`src/rtl/gp_regfile_pkg.sv`:
```
package gp_regfile_pkg;
  localparam int BYTE_W   = 8;
  localparam int WORD_W   = 2 * BYTE_W;
  localparam int SEL_W    = 3;
  localparam int NUM_REGS = 1 << SEL_W;
  localparam int PAIR_W   = SEL_W - 1;   // index width of byte-addressable words

  // write strobes from control to datapath
  typedef struct packed {
    logic              loEn;
    logic              hiEn;
    logic [SEL_W-1:0]  idx;
    logic [WORD_W-1:0] data;
  } wrStrobe_t;

  // read steering for one port
  typedef struct packed {
    logic             byteMode;
    logic             hiLane;
    logic [SEL_W-1:0] idx;
  } rdStrobe_t;
endpackage

```
`src/rtl/gp_regfile_ctrl.sv`:
```
module gp_regfile_ctrl
  import gp_regfile_pkg::*;
(
  input  logic              wrEn,
  input  logic              wrByte,
  input  logic [SEL_W-1:0]  wrSel,
  input  logic [WORD_W-1:0] wrData,
  input  logic [SEL_W-1:0]  rdASel,
  input  logic              rdAByte,
  input  logic [SEL_W-1:0]  rdBSel,
  input  logic              rdBByte,
  output wrStrobe_t         wrStb,
  output rdStrobe_t         rdAStb,
  output rdStrobe_t         rdBStb
);
  // byte mode: low select bits pick the pair, the top bit picks the lane
  function automatic rdStrobe_t decodeRead(input logic [SEL_W-1:0] sel, input logic isByte);
    rdStrobe_t r;
    r.byteMode = isByte;
    r.hiLane   = isByte & sel[SEL_W-1];
    r.idx      = isByte ? {1'b0, sel[PAIR_W-1:0]} : sel;
    return r;
  endfunction

  always_comb begin
    wrStb.idx  = wrByte ? {1'b0, wrSel[PAIR_W-1:0]} : wrSel;
    wrStb.loEn = wrEn & (~wrByte | ~wrSel[SEL_W-1]);
    wrStb.hiEn = wrEn & (~wrByte |  wrSel[SEL_W-1]);
    // a byte write to the high lane carries its payload up
    wrStb.data = (wrByte & wrSel[SEL_W-1]) ? {wrData[BYTE_W-1:0], wrData[BYTE_W-1:0]} : wrData;
  end

  assign rdAStb = decodeRead(rdASel, rdAByte);
  assign rdBStb = decodeRead(rdBSel, rdBByte);
endmodule

```
`src/rtl/gp_regfile_dp.sv`:
```
module gp_regfile_dp
  import gp_regfile_pkg::*;
(
  input  logic              clk,
  input  logic              rstN,
  input  wrStrobe_t         wrStb,
  input  rdStrobe_t         rdAStb,
  input  rdStrobe_t         rdBStb,
  output logic [WORD_W-1:0] rdAData,
  output logic [WORD_W-1:0] rdBData
);
  logic [WORD_W-1:0] regQ [NUM_REGS];

  for (genvar i = 0; i < NUM_REGS; i++) begin : gReg
    always_ff @(posedge clk or negedge rstN) begin
      if (!rstN) begin
        regQ[i] <= '0;
      end else if (wrStb.idx == SEL_W'(i)) begin
        if (wrStb.loEn) regQ[i][BYTE_W-1:0]      <= wrStb.data[BYTE_W-1:0];
        if (wrStb.hiEn) regQ[i][WORD_W-1:BYTE_W] <= wrStb.data[WORD_W-1:BYTE_W];
      end
    end

    // lone low-lane write leaves high lane intact, and vice versa
    assert_lo_write_keeps_hi_R4: assert property (@(posedge clk) disable iff (!rstN)
      (wrStb.loEn && !wrStb.hiEn && wrStb.idx == SEL_W'(i))
        |=> $stable(regQ[i][WORD_W-1:BYTE_W]));
    assert_hi_write_keeps_lo_R4: assert property (@(posedge clk) disable iff (!rstN)
      (wrStb.hiEn && !wrStb.loEn && wrStb.idx == SEL_W'(i))
        |=> $stable(regQ[i][BYTE_W-1:0]));
    // no strobes, no change
    assert_idle_holds_R8: assert property (@(posedge clk) disable iff (!rstN)
      !(wrStb.loEn || wrStb.hiEn) |=> $stable(regQ[i]));
  end

  // a full-width write lands whole
  assert_word_write_R6: assert property (@(posedge clk) disable iff (!rstN)
    (wrStb.loEn && wrStb.hiEn) |=> regQ[$past(wrStb.idx)] == $past(wrStb.data));

  function automatic logic [WORD_W-1:0] steer(input rdStrobe_t s, input logic [WORD_W-1:0] w);
    if (!s.byteMode)  return w;
    else if (s.hiLane) return {{BYTE_W{1'b0}}, w[WORD_W-1:BYTE_W]};
    else               return {{BYTE_W{1'b0}}, w[BYTE_W-1:0]};
  endfunction

  assign rdAData = steer(rdAStb, regQ[rdAStb.idx]);
  assign rdBData = steer(rdBStb, regQ[rdBStb.idx]);

  // byte reads are zero-extended
  assert_zero_ext_a_R5: assert property (@(posedge clk) disable iff (!rstN)
    rdAStb.byteMode |-> rdAData[WORD_W-1:BYTE_W] == '0);
  assert_zero_ext_b_R5: assert property (@(posedge clk) disable iff (!rstN)
    rdBStb.byteMode |-> rdBData[WORD_W-1:BYTE_W] == '0);
endmodule

```
`src/rtl/gp_regfile.sv`:
```
module gp_regfile
  import gp_regfile_pkg::*;
(
  input  logic              clk,
  input  logic              rstN,
  input  logic              wrEn,
  input  logic              wrByte,
  input  logic [SEL_W-1:0]  wrSel,
  input  logic [WORD_W-1:0] wrData,
  input  logic [SEL_W-1:0]  rdASel,
  input  logic              rdAByte,
  output logic [WORD_W-1:0] rdAData,
  input  logic [SEL_W-1:0]  rdBSel,
  input  logic              rdBByte,
  output logic [WORD_W-1:0] rdBData
);
  wrStrobe_t wrStb;
  rdStrobe_t rdAStb;
  rdStrobe_t rdBStb;

  gp_regfile_ctrl uCtrl (
    .wrEn(wrEn), .wrByte(wrByte), .wrSel(wrSel), .wrData(wrData),
    .rdASel(rdASel), .rdAByte(rdAByte), .rdBSel(rdBSel), .rdBByte(rdBByte),
    .wrStb(wrStb), .rdAStb(rdAStb), .rdBStb(rdBStb)
  );

  gp_regfile_dp uDp (
    .clk(clk), .rstN(rstN), .wrStb(wrStb), .rdAStb(rdAStb), .rdBStb(rdBStb),
    .rdAData(rdAData), .rdBData(rdBData)
  );

  // byte writes strobe exactly one lane
  assert_byte_one_lane_R3: assert property (@(posedge clk) disable iff (!rstN)
    (wrEn && wrByte) |-> $countones({wrStb.loEn, wrStb.hiEn}) == 1);
endmodule

```
`config.mk`:
```
export PLATFORM = sky130hd
export DESIGN_NAME = gp_regfile
export DESIGN_NICKNAME = d
export VERILOG_FILES = /design/src/rtl/gp_regfile_pkg.sv /design/src/rtl/gp_regfile_ctrl.sv /design/src/rtl/gp_regfile_dp.sv /design/src/rtl/gp_regfile.sv
export SDC_FILE = /design/constraint.sdc
export NUM_CORES = 1
export LEC_CHECK = 0
export BUFFER_PORTS_ARGS = -buffer_cell sky130_fd_sc_hd__clkbuf_2
export CORE_MARGIN = 2
export CORE_UTILIZATION = 60
export DETAILED_ROUTE_END_ITERATION = 10
export PLACE_DENSITY = 0.86
export SLEW_MARGIN = 20
export SYNTH_ARGS = -nofsm -noshare
export SYNTH_HDL_FRONTEND = slang
export SYNTH_SLANG_ARGS = --single-unit
```
`constraint.sdc`:
```
create_clock -name clk -period 3.05 [get_ports clk]
set_clock_uncertainty 0.2 [all_clocks]
set_input_delay 0.7625 -clock clk [delete_from_list [all_inputs] [get_ports clk]]
set_output_delay 0.7625 -clock clk [all_outputs]
set_load 0.01 [all_outputs]
```
======== Word level (Yosys, flattened, before mapping) ========
Cells that the tools add are included.
word-level totals
  bits of input ports ..................... 31
  flip-flop bits (word level) ............. 128
  logic and storage cells ................. 67
cells by class
  equal/unequal tests ..................... 7
  reduce and logical (&&, ||, !) cells .... 17
  bitwise gates (word level) .............. 11
  mux-type cells .......................... 14
  order comparisons ....................... 2
operators by type and width
  operator                                        count
  two-way mux 16 bit                              7
  binary-select mux 16 bit (select 3 bit)         2
  AND reduction 2 bit                             16
  two-way mux 8 bit                               2
  == test 3 bit (second input constant)           4
  two-way mux 3 bit                               3
  >= comparator 4 bit (second input constant)     2
  inverter 3 -> 4 bit                             2
  == test 3 x 2 -> 1 bit (second input constant)  2
  bitwise AND 1 bit                               5
  == test 3 x 1 -> 1 bit (second input constant)  1
  zero test 3 bit                                 1
  inverter 1 bit                                  2
  OR 1 bit                                        2

======== Logic depth before layout (Yosys ltp) ========
Gate-level depths: netlist (run 1).
  depth in word-level cells ............... 7
  gate-level depth with buffers ........... 6

======== Hierarchy ========
From an unflattened synthesis (run 1), not the netlist that was laid out.
unflattened totals
  cells, all modules ...................... 471
  area, all modules ....................... 7370.8 um^2
modules (own cells, without submodules)
  module           area each (um^2)  sequential area each (um^2)  times used  cells each
  gp_regfile_dp    7101.8            3203.1                       1           438
  gp_regfile_ctrl  269.0             0.0                          1           33

======== Least setup slack after synthesis (run 1) ========
OpenSTA, ideal clock, no wires.
  path kind ............................... input to output
  start point ............................. input port rdBSel[1]
  end point ............................... output port rdBData[13]
  stages .................................. 4
  required time ........................... 2.088 ns
  setup slack ............................. 0.041 ns
  data arrival time ....................... 2.047 ns
  cell sequence ........................... clkbuf_1 buf_2 mux4_2 nor2_1
between the ends
  word-level cells in the longest chain between the ends .. 6
ends and longest elaborated chain
  item                                                   RTL line               source
  start: declaration                                     gp_regfile.sv:13       input logic [SEL_W-1:0] rdBSel,
  two-way mux 3 bit                                      gp_regfile_ctrl.sv:21  r.idx = isByte ? {1'b0, sel[PAIR_W-1:0]} : sel;
  inverter 3 -> 4 bit (not written as such)              gp_regfile_dp.sv:47    assign rdBData = steer(rdBStb, regQ[rdBStb.idx]);
  binary-select mux 16 bit (select 3 bit)                gp_regfile_dp.sv:47
  two-way mux 16 bit (not written as such) (2 in a row)  gp_regfile_dp.sv:47
  two-way mux 16 bit                                     gp_regfile_dp.sv:41    if (!s.byteMode) return w;
  end: declaration                                       gp_regfile.sv:15       output logic [WORD_W-1:0] rdBData
No other way between the ends. The select of a mux whose other input is x is not followed.

======== Worst setup path after layout (run 1) ========
  start point ............................. input port rdBSel[0]
  end point ............................... output port rdBData[4]
between the ends
  word-level cells in the longest chain between the ends .. 7
ends and longest elaborated chain
  item                                                       RTL line               source
  two-way mux 3 bit (*)                                      gp_regfile_ctrl.sv:21
  inverter 3 -> 4 bit (not written as such) (*)              gp_regfile_dp.sv:47
  binary-select mux 16 bit (select 3 bit) (*)                gp_regfile_dp.sv:47
  two-way mux 16 bit (not written as such) (*) (2 in a row)  gp_regfile_dp.sv:47
  two-way mux 8 bit                                          gp_regfile_dp.sv:42    else if (s.hiLane) return {{BYTE_W{1'b0}}, w[WORD_W-1:BYTE_W]};
  two-way mux 16 bit (*)                                     gp_regfile_dp.sv:41
Every way passes the cells marked *; elsewhere a longest branch is shown, timed or not. The select of a mux whose other input is x is not followed.

==> results of run 1 <==
[power groups by stage]
stage	Combinational, µW	Sequential [µW]	Clock, µW
finish	1830	2540	1970
global route	1930	2570	2040
CTS	1730	2480	1970
detailed placement	1680	2490	0
global placement	1620	2440	0
floorplan	1150	2370	0
[what timing repair did]
| action | in CTS | in global routing |
|---|---|---|
| resized for setup | 6 | 27 |
| pin swaps | 0 | 2 |
| setup buffers | 2 | 3 |
| endpoints found under the setup margin | 6 | 16 |
| hold endpoints to repair | 0 | 0 |
| gates cloned | 1 | 3 |
[critical path, cell delays in order]
cell                       delay (ns)
sky130_fd_sc_hd__buf_12          0.11
sky130_fd_sc_hd__buf_12          0.14
sky130_fd_sc_hd__buf_12          0.14
sky130_fd_sc_hd__mux2i_4         0.19
sky130_fd_sc_hd__buf_4           0.15
sky130_fd_sc_hd__a22oi_1         0.30
sky130_fd_sc_hd__a31o_2          0.25
sky130_fd_sc_hd__clkbuf_2        0.14
[metrics by stage]
stage                     setup slack [ns]  total power [µW]
after floorplan                     0.0407              3520
after global placement              0.0148              4060
after detailed placement          -0.00259              4180
after CTS                          -0.0179              6180
after global routing                -0.102              6540
final                               -0.118              6340
[how the worst max path moves through the flow]
| stage | endpoint | slack [ns] | cells after the start |
|---|---|---|---|
| after global placement | rdAData[2] | 0.01 | 5 |
| after floorplan | rdBData[13] | 0.04 | 4 |
| after global routing | rdBData[12] | -0.10 | 7 |
| after detailed placement | rdBData[3] | -0.003 | 6 |
| final | rdBData[4] | -0.12 | 8 |
| after CTS | rdBData[12] | -0.02 | 7 |
[cells in the final DEF (no fill, tap or decap), drive strengths merged]
cell,count
mux2,136
dfrtp,128
mux2i,96
buf,79
clkbuf,78
mux4,32
a22oi,32
nor2b,20
nor2,20
a31o,16
clkinvlp,6
clkinv,5
nor4bb,2
nand2,2
nand4b,2
nor3,2
and2,2
nor4b,2
xnor2,1
nand3b,1
nand2b,1
or4b,1
nand4,1
xor2,1
bufinv,1
[routing by layer]
layer	wire (µm)	track usage, %	vias up
li1	-	-	2299
met2	11000	53.7	381
met3	1920	8.75	97
met1	9060	45.6	2892
met5	0	0	-
met4	1100	19.2	0
[cell type report]
class	instances	area, µm²
well taps	168	210
clock buffers	20	467
multi-input cells	370	4120
flip-flops and latches	128	3200
clock inverters	12	111
fillers	678	2840
repair buffers	137	1110
[cell families after synthesis]
logic type	synth area share, %
buffers and inverters	2.98
muxes	43.7
xor gates and xnor gates	0.236
DFF	43.1
and+or+nand+nor	4.82
AOI/OAI and AO/OA	5.12
==> results.txt, run 1 <==
* Reg2reg setup slack: 2.00 ns
- PwrDens: 688 mW/mm²
- The HPWL after detailed placement is 14,300 µm.
- Required @ worst endpoint: 2.09 ns
- In this run the deepest clock path goes through 2 buffers.
* Final Hold Viols: 0
* Sequential share of power: 40.1%
* Slew at the pin with the worst max-slew slack: 0.569 ns
- Critical path peak fanout: 7
- Depth of the most critical reg-to-reg path: 1
- The path class of the tightest hold or removal check is primary input to async pin.
* DRC marker count from the first detailed-route iteration: 641
- CTS built an H-tree with a depth of 4.
- Global routing finished with a remaining overflow of 0.
- The final reports fail on setup timing.
* Most flops, register: uDp.regQ
- Largest register FFs: 128
* Global placement routability congestion: 0.953
- Detailed Routing Iterations Pass 1: 5
* IR drop worst, VDD: 0.000602 V
- Leaving out filler cells and counting taps, the final layout contains 835.
* Placed cells: 794
- Sequential area share after synthesis: 43.1%
- Across the run, the number of max-cap violations was 0.
- Standard cell area after detailed placement: 0.00838 mm²
- Placeable core area: 0.0121 mm²
- Total number of vias: 5,669
* Routed wirelength normalized by instance count: 27.6 µm
- The largest total area in the synthesized netlist belongs to sky130_fd_sc_hd__dfrtp_1.
- Data arrives at the worst endpoint at 2.21 ns.
- Largest net degree at the start of global routing: 81
- Relative max-transition margin: 61.8%
- For this configuration, the core starts out at a cell density of 61.6%.
- The worst setup path is launched from a primary input.
* Number of hold-repair buffers added at the cts stage: 0
- Wire length of the first global-routing pass: 33,600 µm
- Setup violations remaining at the end of the flow were counted as 2.
- Counting flops with a built-in enable in the synthesized netlist gives 0.
* Cells taking the most area after synthesis: sky130_fd_sc_hd__dfrtp_1 43%, sky130_fd_sc_hd__mux2_2 19%, sky130_fd_sc_hd__mux2i_1 13%
- The number of pins with negative max-slew slack in the final report was 0.
- Syn Inst Count: 539
* CTS tree: done
- The initialized floorplan defines 40 standard-cell rows.
- Total Neg Setup Slack: -0.181 ns
* Achievable Freq: 316 MHz
* Outcome: complete, but fails checks
- Warning count from the yosys run: 0
- In this run, the combinational gates consume 28.9% of the power.
* Part of the cycle the worst path needs: 104%
* Finished layout cell area: 0.00922 mm²
- Clock latency at the later pin of the worst-skew pair: 0.42 ns
- Synth cell count leaders: 128 x sky130_fd_sc_hd__dfrtp_1, 126 x sky130_fd_sc_hd__mux2_2, 96 x sky130_fd_sc_hd__mux2i_1, 32 x sky130_fd_sc_hd__a22oi_1, 32 x sky130_fd_sc_hd__mux4_2
- Setup crit end kind: output pin
- Fin nets: 685
* Number of global-route vias before repair: 5,827
- Of the post-synthesis cell area, the dominant cell type holds 43.1%.
- The area growth from synthesis to layout is 24.1%.
* Final period demand of the worst path: 3.17 ns
- Post-layout worst setup margin: -0.118 ns
- Setup repair after global routing missed its margin: true
- Core utilization of the finished layout: 76.5%
- In this run, CTS created clock tree buffers numbering 17.
- In the final layout, the registers with the most flip-flops are uDp.regQ x128.
- Summed over all cells, the static leakage comes to 0.00413 µW.
- Type of the setup path with the least slack: primary input to output pin
- During I/O placement, the number of pins put on the boundary was 63.
* Main flop type after synthesis: sky130_fd_sc_hd__dfrtp_1
- Async SR Flop Fraction: 100%
- Cell with the most instances after synthesis: sky130_fd_sc_hd__dfrtp_1
- Global routing consumed, over all layers together, 34.8% of the routing resources.
- Flop and latch count out of synthesis: 128
- Mean Syn Cell Area: 13.8 µm²
- The internal power of the cells totals 4350 µW.
* Ratio of cells with drive above 1 in the final layout: 57.1%
- The clock net in this run drives a total of 128 sinks.
* Antenna viol nets, final: 0
* Proportion of power drawn by the clock network: 31.1%
* Syn Nets: 570
* Sw Pwr: 1990 µW
* Die ar.: 0.0133 mm²
- The endpoint identified for the worst register-to-register timing path is uDp.regQ[122].
* Antenna fix cells: 0
- Post-detailed-route via-to-cell ratio: 6.79
- Syn Std Cell Area: 0.00743 mm²
- Port Buf Inserts: 62
* Sw Ratio: 31.4%
* Die X-Extent: 115 µm
* Routed Wire Length: 23,000 µm
- Measured along the y axis, the die boundary spans 115 µm.
- Final worst hold slack: 0.00271 ns
- Tracing the worst setup path back leads to its startpoint at rdBSel[0].
- For this run, design rule violations remaining after detail routing come to 0.
* Clock transition at the register clock pins on the worst setup and hold paths after CTS: 0.06 ns
- Synthesis instantiated 28 different standard cells from the library.
- Launching point of the worst reg2reg path: uDp.regQ[122]
- The initial antenna violation count was 0.
- The cell sitting at the root of the clock tree is a sky130_fd_sc_hd__clkbuf_16.
No activity file was read; power rests on OpenSTA's default activity.
==> run 2: changes to the inputs <==
CORE_ASPECT_RATIO = 1.5   (was default)
==> run 2 against run 1 <==
The run now ends clean. Clock power increased by 2%. Maximum frequency increased by 4.5%. Final area decreased by 2.9%. Hold slack improved by 0.20 ns. Utilization decreased by 2.0 points. Sequential power decreased by 2%. First-iteration DRC count decreased by 5.3%. Count of clock-buffer cells in the layout unchanged. Largest cell class unchanged. Highest routed layer unchanged.
==> results.txt, run 2 (synthesized netlist as in run 1, its figures left out) <==
- Largest register FFs: 128 (unchanged)
* Part of the cycle the worst path needs: 99.4% (-4.5 points)
- The clock transition at the registers of the reported paths came to 0.05 ns (about the same).
- IR drop worst, VDD: 0.000455 V (-24%)
- The total number of clock tree sinks came to 128 (unchanged).
- The pin count of the biggest net entering global routing is 61 (-25%).
- The global-route total usage across every layer is 32.2% (-2.6 points).
* Rows: 49 (+23%)
- Worst hold-check path type: primary input to async pin
- For this design, the slowest cell found on the critical path is sky130_fd_sc_hd__mux4_2.
- The length of the first detailed-routing pass in iterations came to 6 (+1).
- H-tree Lvls: 4 (unchanged)
* Inserted Clock Buffers: 17 (unchanged)
- Fin nets: 667 (-2.6%)
- Traced cell by cell, the critical path runs through buf_6, buf_12, mux4_2, nor2b_2, a31o_2, clkbuf_2.
* Pleak: 0.00405 µW (-2.1%)
- The number of buffers between clock root and the deepest sink is 2 (unchanged).
* Final Hold Viols: 0 (unchanged)
* Root Driver: sky130_fd_sc_hd__clkbuf_16
* Achievable Freq: 330 MHz (+4.5%)
- Die span in y: 140 µm (+22%)
- The proportion of layout cells with a drive suffix above 1 is 53.9% (-3.3 points).
* Core utilization of the finished layout: 74.5% (-2.0 points)
* Relative max-transition margin: 52.4% (-9.4 points)
- Broken down by cell family, the worst path's largest delay share belongs to multiplexers.
* Final Slew Violations: 0 (unchanged)
* Number of hold-repair buffers added at the cts stage: 0 (unchanged)
- The floorplan die area was 0.0133 mm² (+0.14%).
- The HPWL after detailed placement came to 14,200 µm (-1.1%).
* Slew at the pin with the worst max-slew slack: 0.714 ns (+0.144 ns)
* Depth of the most critical reg-to-reg path: 1 (unchanged)
- The worst path required time was 2.09 ns (about the same).
- Clock latency at the later pin of the worst-skew pair: 0.42 ns (about the same)
* Total Neg Setup Slack: 0 ns (+0.181 ns)
- The antenna diode count came to 0 (unchanged).
- Post-detailed-route via-to-cell ratio: 6.73 (-0.90%)
- Antenna viol nets, final: 0 (unchanged)
- The setup slack after layout was 0.0194 ns (+0.138 ns).
- The tightest hold margin came to 0.206 ns (+0.203 ns).
- The top fanout value on the critical path was 5 (-2).
- The cell area reported after detailed placement was 0.00822 mm² (-1.9%).
- In this run the critical register-to-register path is captured at uDp.regQ[75].
* Setup crit end kind: output pin
- Relative to the synthesized area, the layout overhead comes to 20.4%.
* Outcome: finished, final reports clean
- The highest cell delay on the worst timing path is 0.53 ns (+0.23 ns).
* Wire length of the first global-routing pass: 31,500 µm (-6.2%)
- Top Registers: uDp.regQ x128
- The summed area of non-filler cells in the final layout is 0.00895 mm² (-2.9%).
- Number of global-route vias before repair: 5,515 (-5.4%)
* DRC marker count from the first detailed-route iteration: 607 (-5.3%)
- Number of antenna violations at the first check in global routing: 0 (unchanged)
- Total number of vias: 5,389 (-4.9%)
* Sum of buffers and inverters on the critical path: 3 (-2)
* IO Count: 63 (unchanged)
- Type of the setup path with the least slack: primary input to output pin
* Die X-Extent: 94.9 µm (-18%)
- Total gr overflow: 0 (unchanged)
- The final routed DRC violation total came to 0 (unchanged).
* Final period demand of the worst path: 3.03 ns (-0.138 ns)
* Commonest non-fill, non-tap cells in the layout: 128 x sky130_fd_sc_hd__dfrtp_1, 126 x sky130_fd_sc_hd__mux2_2, 88 x sky130_fd_sc_hd__mux2i_1, 58 x sky130_fd_sc_hd__clkbuf_2, 46 x sky130_fd_sc_hd__buf_4
- Routed wirelength normalized by instance count: 25.9 µm (-6.2%)
* Port Buf Inserts: 62 (unchanged)
- The number of setup violations in the final report was 0 (-2).
- The final estimated routing congestion in global placement came to 0.924 (-3.0%).
* Launching point of the worst reg2reg path: uDp.regQ[75]
- TritonCTS built the clock tree.
* Placeable core area: 0.0120 mm² (-0.37%)
* Setup repair after global routing missed its margin: false
- The data arrival time at the worst-slack endpoint was 2.07 ns (-0.14 ns).
- The setup slack after placement was -0.0450 ns (-0.0424 ns).
- Most common library cell in the layout ignoring fill and taps: sky130_fd_sc_hd__dfrtp_1
- The max-capacitance violation count is 0 (unchanged).
* Reg2reg setup slack: 2.01 ns (about the same)
* Most flops, register: uDp.regQ
- Critical Path Source Type: primary input
* PwrDens: 695 mW/mm² (+1.1%)
* Starting utilization of the core area: 61.8% (+0.23 points)
- The final wirelength came to 20,700 µm (-10%).
[run 2: cell types whose count changed in the layout (fill, tap and decap cells not counted), moves of 3 or more]
cell / previous run / this run
sky130_fd_sc_hd__a22oi_2: 3 / 0
sky130_fd_sc_hd__clkbuf_2: 55 / 58
sky130_fd_sc_hd__mux2i_2: 10 / 7
sky130_fd_sc_hd__buf_12: 12 / 8
sky130_fd_sc_hd__clkinvlp_4: 6 / 3
sky130_fd_sc_hd__buf_2: 4 / 0
sky130_fd_sc_hd__buf_6: 1 / 4
sky130_fd_sc_hd__mux2i_1: 83 / 88
sky130_fd_sc_hd__a22oi_1: 29 / 32
sky130_fd_sc_hd__buf_4: 61 / 46
sky130_fd_sc_hd__clkbuf_1: 0 / 3
sky130_fd_sc_hd__clkbuf_8: 3 / 0
[run 2: cell type report]
cell class              count  area [µm²]
clock inverters            11         141
well taps                 153         191
flip-flops and latches    128        3200
clock buffers              20         437
multi-input cells         370        4060
fillers                   781        3070
repair buffers            119         913
[run 2: what timing repair did]
action / in CTS / in global routing
setup buffers: 1 / 0
gates resized for setup: 7 / 18
hold endpoints to repair: 0 / 0
cloned: 1 / 1
setup endpoints to repair: 19 / 18
[run 2: worst max-delay path by stage]
stage                         start     endpoint  slack (ns)  cells past startpoint
after detailed placement  rdASel[0]   rdAData[2]       -0.04                      7
after global placement    rdBSel[0]   rdBData[7]       -0.01                      7
final                     rdASel[0]   rdAData[0]        0.02                      6
after global routing      rdBSel[0]   rdBData[6]       0.006                      6
after floorplan           rdBSel[1]  rdBData[13]        0.04                      4
after CTS                 rdBSel[0]   rdBData[1]       0.004                      7
[run 2: where the power goes]
group          internal [µW]  switching (µW)  total (µW)
logic                    976             742        1720
clock network           1270             735        2010
registers               2130             371        2500
[run 2: through the flow]
stage / cells / total power (µW)
final: 801 / 6220
after global routing: 801 / 6450
after CTS: 800 / 6150
after detailed placement: 767 / 4120
after global placement: 767 / 4030
after floorplan: 539 / 3520
[run 2: metal layers]
layer / GRT usage, % / routed length [µm] / vias to the layer above
met5: 0 / 0 / -
li1: - / - / 2256
met1: 42.5 / 7840 / 2776
met4: 13.4 / 755 / 0
met3: 5.70 / 1490 / 66
met2: 52.5 / 10600 / 291
